==> config.mk <==
export PLATFORM = sky130hd
export DESIGN_NAME = nic_host_regs
export DESIGN_NICKNAME = d
export VERILOG_FILES = /design/src/rtl/nic_host_regs.sv
export SDC_FILE = /design/constraint.sdc
export NUM_CORES = 2
export LEC_CHECK = 0
export BUFFER_PORTS_ARGS = -buffer_cell sky130_fd_sc_hd__clkbuf_2
export CORE_MARGIN = 1
export CORE_UTILIZATION = 63
export DETAILED_ROUTE_END_ITERATION = 6
export PLACE_DENSITY = 0.89
export SLEW_MARGIN = 10
export SYNTH_ARGS = -nofsm -noshare
export SYNTH_HDL_FRONTEND = slang
export SYNTH_SLANG_ARGS = --single-unit
==> constraint.sdc <==
create_clock -name clk -period 4.9 [get_ports clk]
set_input_delay 0.735 -clock clk [delete_from_list [all_inputs] [get_ports clk]]
set_output_delay 0.735 -clock clk [all_outputs]
set_load 0.005 [all_outputs]
==> src/rtl/nic_host_regs.sv <==
module nic_host_regs #(
  parameter int ADDR_W    = 7,
  parameter int IDX_SHIFT = 1
) (
  input  logic              clk,
  input  logic              rst_n,
  input  logic [ADDR_W-1:0] host_addr,
  input  logic              host_wr,
  input  logic [15:0]       host_wdata,
  output logic [15:0]       host_rdata,
  input  logic [15:0]       evt_set,
  output logic [15:0]       cmd_strobe,
  output logic              irq
);
  localparam int IDX_W = 6;
  localparam int NREG  = 1 << IDX_W;
  localparam logic [15:0] CMD_MASK = 16'h03BF;

  localparam logic [IDX_W-1:0] I_CMD = 6'h00, I_CFG = 6'h01, I_RXC = 6'h02, I_TXC = 6'h03,
                               I_MSK = 6'h04, I_STS = 6'h05, I_EOB = 6'h13, I_REV = 6'h28,
                               I_CFG2 = 6'h3F;

  logic [15:0] regs [NREG];
  logic [ADDR_W-1:0] addr_sh;
  logic [IDX_W-1:0]  idx;
  logic [15:0] cmd_q, sts_q, msk_q, cfg_q;
  logic [15:0] wr_val, cmd_nxt, sts_clr;
  logic        wr_en, cmd_hold, cmd_wr, sts_wr;

  assign addr_sh    = host_addr >> IDX_SHIFT;
  assign idx        = addr_sh[IDX_W-1:0];
  assign cmd_q      = regs[I_CMD];
  assign sts_q      = regs[I_STS];
  assign msk_q      = regs[I_MSK];
  assign cfg_q      = regs[I_CFG];
  assign host_rdata = regs[idx];
  assign irq        = |(msk_q & sts_q);
  assign cmd_wr     = host_wr && (idx == I_CMD);
  assign sts_wr     = host_wr && (idx == I_STS);
  assign cmd_hold   = cmd_q[7] && !host_wdata[7];
  assign sts_clr    = sts_wr ? host_wdata : 16'h0;

  always_comb begin
    wr_en  = host_wr;
    wr_val = host_wdata;
    case (idx)
      I_CMD, I_STS:                   wr_en = 1'b0;
      I_CFG:  begin wr_en = host_wr && cmd_q[7]; wr_val = host_wdata & 16'hBFFF; end
      I_CFG2: begin wr_en = host_wr && cmd_q[7]; wr_val = host_wdata & 16'hF017; end
      I_RXC:                          wr_val = host_wdata & 16'hFFE0;
      I_TXC:                          wr_val = host_wdata & 16'hF000;
      I_MSK:                          wr_val = host_wdata & 16'h7FFF;
      6'h15, 6'h16, 6'h17, 6'h18:     wr_val = host_wdata & 16'hFFFE;
      6'h2C, 6'h2D, 6'h2E:            wr_val = ~host_wdata;
      6'h22, 6'h23, 6'h24, I_REV, 6'h2F: wr_en = 1'b0;
      default: ;
    endcase
  end

  always_comb begin
    cmd_nxt = cmd_q | (host_wdata & CMD_MASK);
    if (host_wdata[2]) cmd_nxt[3] = 1'b0;
    if (host_wdata[3]) cmd_nxt[2] = 1'b0;
    if (host_wdata[4]) cmd_nxt[5] = 1'b0;
    if (host_wdata[5]) cmd_nxt[4] = 1'b0;
    if (host_wdata[7]) cmd_nxt = (cmd_nxt & ~16'h0303) | 16'h0084;
    if (cmd_hold) cmd_nxt = cmd_q & ~16'h0080;
  end

  always_ff @(posedge clk) begin
    if (!rst_n) begin
      for (int i = 0; i < NREG; i++) regs[i] <= 16'h0;
      regs[I_CMD] <= 16'h0094;
      regs[I_RXC] <= 16'h0020;
      regs[I_TXC] <= 16'h0101;
      regs[I_EOB] <= 16'h02F8;
      regs[I_REV] <= 16'h0004;
      cmd_strobe  <= 16'h0;
    end else begin
      cmd_strobe <= 16'h0;
      if (cmd_wr) begin
        regs[I_CMD] <= cmd_nxt;
        cmd_strobe  <= cmd_hold ? 16'h0 : (host_wdata & CMD_MASK);
      end
      if (wr_en) regs[idx] <= wr_val;
      regs[I_STS] <= (sts_q & ~sts_clr) | evt_set;
    end
  end


  status_w1c_chk: assert property (@(posedge clk) disable iff (!rst_n)
    (sts_wr && evt_set == 16'h0) |=> ((sts_q & $past(host_wdata)) == 16'h0));

  event_wins_chk: assert property (@(posedge clk) disable iff (!rst_n)
    (evt_set != 16'h0) |=> ((sts_q & $past(evt_set)) == $past(evt_set)));

  reset_release_chk: assert property (@(posedge clk) disable iff (!rst_n)
    (cmd_wr && cmd_q[7] && !host_wdata[7]) |=> (cmd_strobe == 16'h0 && cmd_q == ($past(cmd_q) & ~16'h0080)));

  strobe_source_chk: assert property (@(posedge clk) disable iff (!rst_n)
    (cmd_strobe != 16'h0) |-> $past(cmd_wr));

  cfg_locked_chk: assert property (@(posedge clk) disable iff (!rst_n)
    (host_wr && idx == I_CFG && !cmd_q[7]) |=> $stable(cfg_q));

  soft_reset_chk: assert property (@(posedge clk) disable iff (!rst_n)
    (cmd_wr && host_wdata[7]) |=> (cmd_q[7] && cmd_q[2] && (cmd_q & 16'h0303) == 16'h0));
endmodule

==> flow_metrics.tcl <==
set metrics [dict create \
    syn_to_final_growth_pct 11.3 \
    portBuffers 66 \
    start_util 0.641 \
    vdd_ir_drop_max_v 0.000310 \
    ant_nets 1 \
    status "complete, but fails checks" \
    clkTransAtPathRegs_ps 60 \
    ctsHoldBuffers 0 \
    yosysUniqueCellTypes 80 \
    syn_area_um2 46100 \
    grt_pass1_vias 31500 \
    synth_edf_count 1008 \
    synthFlopType "edfxtp_1" \
    ys_warn_count 0 \
    critPathTopFamily "compound AO/OA/AOI/OAI gates" \
    grt_max_degree 88 \
    async_flop_share 0 \
    clock_latency_ps 690 \
    antenna_found_initial 12 \
    worstSetupEndpointType "primary output" \
    post-cts-setup-buffer-count 0 \
    hpwl_um 80500 \
    rsz0062_at_grt "no" \
    power_density_nw_per_um2 401 \
    stdcell_count 4209 \
    startpoint_type "primary input" \
    p_leak_nw 17.0 \
    clkSinkCount 1033 \
    synth_seq_area_share 0.667 \
    post_cts_resized 0 \
    synth_seq_cells 1033 \
    synth.most_common_cell "edfxtp_1" \
    grt-ovfl-total 0 \
    finalSetupViolCount 0 \
    path_cells "buf_8 > buf_12 > mux4_2 > a22oi_1 > a21oi_1 > or4_1 > clkbuf_2" \
    cts-root-buf "clkbuf_16" \
    synth_area_leaders "edfxtp_1 66%, mux4_2 12%, nor2_1 4.3%" \
    nFillCells 3899 \
    grt.total_usage 0.376 \
    syn-instance-count 3074 \
    drt-total-wl_um 140000 \
    die-area_um2 74300 \
    drc 57 \
    cp_slowest_stage_delay_ps 800 \
    final-hold-violation-count 0 \
    holdPathStages 3 \
    gp_congestion 0.956 \
    cts_tree "done" \
    vias 31700 \
    drive_gt1_frac 0.214 \
    design_area_um2 51400 \
    rows 98 \
    relSlewSlack 0.191 \
    layout_min_cycle_time_ps 4890 \
    avgViaCountPerCell 7.52 \
    path_class "primary input to primary output" \
    slew_violations 0 \
    dpl_cell_area_um2 47800 \
    fmax_mhz 205 \
    critPathBufInv 3 \
    dp_cells 4013 \
    crit_slowest_cell "a22oi_1" \
    yosysTopAreaCellShare 0.656 \
    failed_checks "antenna rules, DRC" \
    r2r-start "regs[0][7]$_DFFE_PP_" \
    worst_pin_slew_ps 1210 \
    yosysTopAreaCell "edfxtp_1" \
    num-nets-final 3206 \
    drv_cap 0 \
    arrival_ps 4150 \
    die_x_um 273 \
    ff2ff_path_depth 4 \
    hold_end "regs[5][14]$_DFF_P_" \
    synth.avg_cell_area_um2 15.0 \
    finClkSkew_ps 25.4 \
    core_area_um2 72000 \
    pre_cts_slack_ps 383 \
    synthTopCellsByCount "1008 x edfxtp_1, 532 x nor2_1, 343 x a21oi_1" \
    fin_ws_ps 10.3 \
    clockBufferDepth 3 \
    ioPinCount 75 \
    hold_class "primary input to register" \
    crit_required_ps 4160 \
    detail_route.iter0.violations 6343 \
    crit_fanout 49 \
    htreeDepth 3 \
    cts_made_buffers 99 \
    r2r_end "regs[45][13]$_SDFFCE_PN0P_" \
    die_y_um 273 \
    min_from "evt_set[14]" \
    period_share 0.998 \
    grt_pass1_wl_um 202000 \
    rrSetupSlack_ps 2020 \
    utilization 0.714 \
    dr.pass1.iters 7 \
    wl_per_cell_um 33.2 \
    fin_setup_tns_ps 0 \
]
[through the flow]
stage	power [mW]	hold slack (ps)
global placement	12.1	483
floorplan	11.5	468
detailed placement	12.2	499
finish	20.6	257
CTS	20.4	262
global route	20.8	268
[cells in the final DEF (no fill, tap or decap), types with 10 or more instances in the layout]
master        n
edfxtp_1   1008
nor2_1      529
a21oi_1     339
mux4_2      256
nor3_1      158
conb_1      123
a22oi_1     113
buf_4       108
clkbuf_16   102
nand2_1      96
clkbuf_2     64
buf_12       26
o211ai_4     25
dfxtp_1      25
bufinv_16    21
clkinv_1     19
or4_1        17
clkbuf_1     16
clkinv_2     13
diode_2      11
and2_1       10
[worst max path at each step]
stage                 start                        end  slack, ps  cells past startpoint
2_1_floorplan  host_addr[5]  regs[63][0]$_SDFFCE_PN0P_       1040                      8
3_3_place_gp   host_addr[1]             host_rdata[10]        500                      8
3_5_place_dp   host_addr[4]  regs[1][14]$_SDFFCE_PN0P_        380                      7
4_1_cts        host_addr[1]             host_rdata[10]        440                      8
5_1_grt        host_addr[1]              host_rdata[3]         70                      7
6_report       host_addr[1]              host_rdata[3]         10                      7
[kinds of logic after synthesis]
group | after synthesis | synth area share
AO/OA/AOI/OAI | 545 | 0.0807
XOR/XNOR | 3 | 0.000570
buffers and inverters | 342 | 0.0398
flip-flops | 1033 | 0.667
multiplexers | 263 | 0.127
other | 2 | 0.000163
AND/OR/NAND/NOR | 886 | 0.0850
[worst register-to-register path, cell delays in order (launching register included)]
cell and delay, ps:
edfxtp_1 480, and3_4 330, buf_12 270, o211ai_4 590, nand2_1 720
[sequential cells by signal (all words and copies together), names as in the netlist]
| name | cells |
|---|---|
| regs | 1024 |
| cmd_strobe | 9 |
[final cells by class]
class / instances / area [um^2] / area share
repair buffers: 200 / 1680 / 0.0327
inverters: 10 / 37.5 / 0.000731
flip-flops and latches: 1033 / 30800 / 0.599
clock buffers: 120 / 2640 / 0.0514
clock inverters: 65 / 887 / 0.0173
multi-input cells: 1820 / 14100 / 0.275
diodes: 11 / 27.5 / 0.000536
well taps: 950 / 1190 / 0.0231
[report_power, final]
group	switching, mW	leakage, nW	total [mW]	internal [mW]
registers	0.187	9.82	10.4	10.2
logic	1.24	5.44	1.84	0.601
clock network	3.42	1.71	8.37	4.95
[routing by layer]
| metal | GRT usage | vias to the layer above | routed length (um) |
|---|---|---|---|
| li1 | - | 11900 | - |
| met1 | 0.456 | 15200 | 41000 |
| met2 | 0.576 | 3601 | 63800 |
| met3 | 0.137 | 923 | 23100 |
| met4 | 0.234 | 18 | 11600 |
| met5 | 0.0237 | - | 260 |
(Power assumes the default switching activity.)
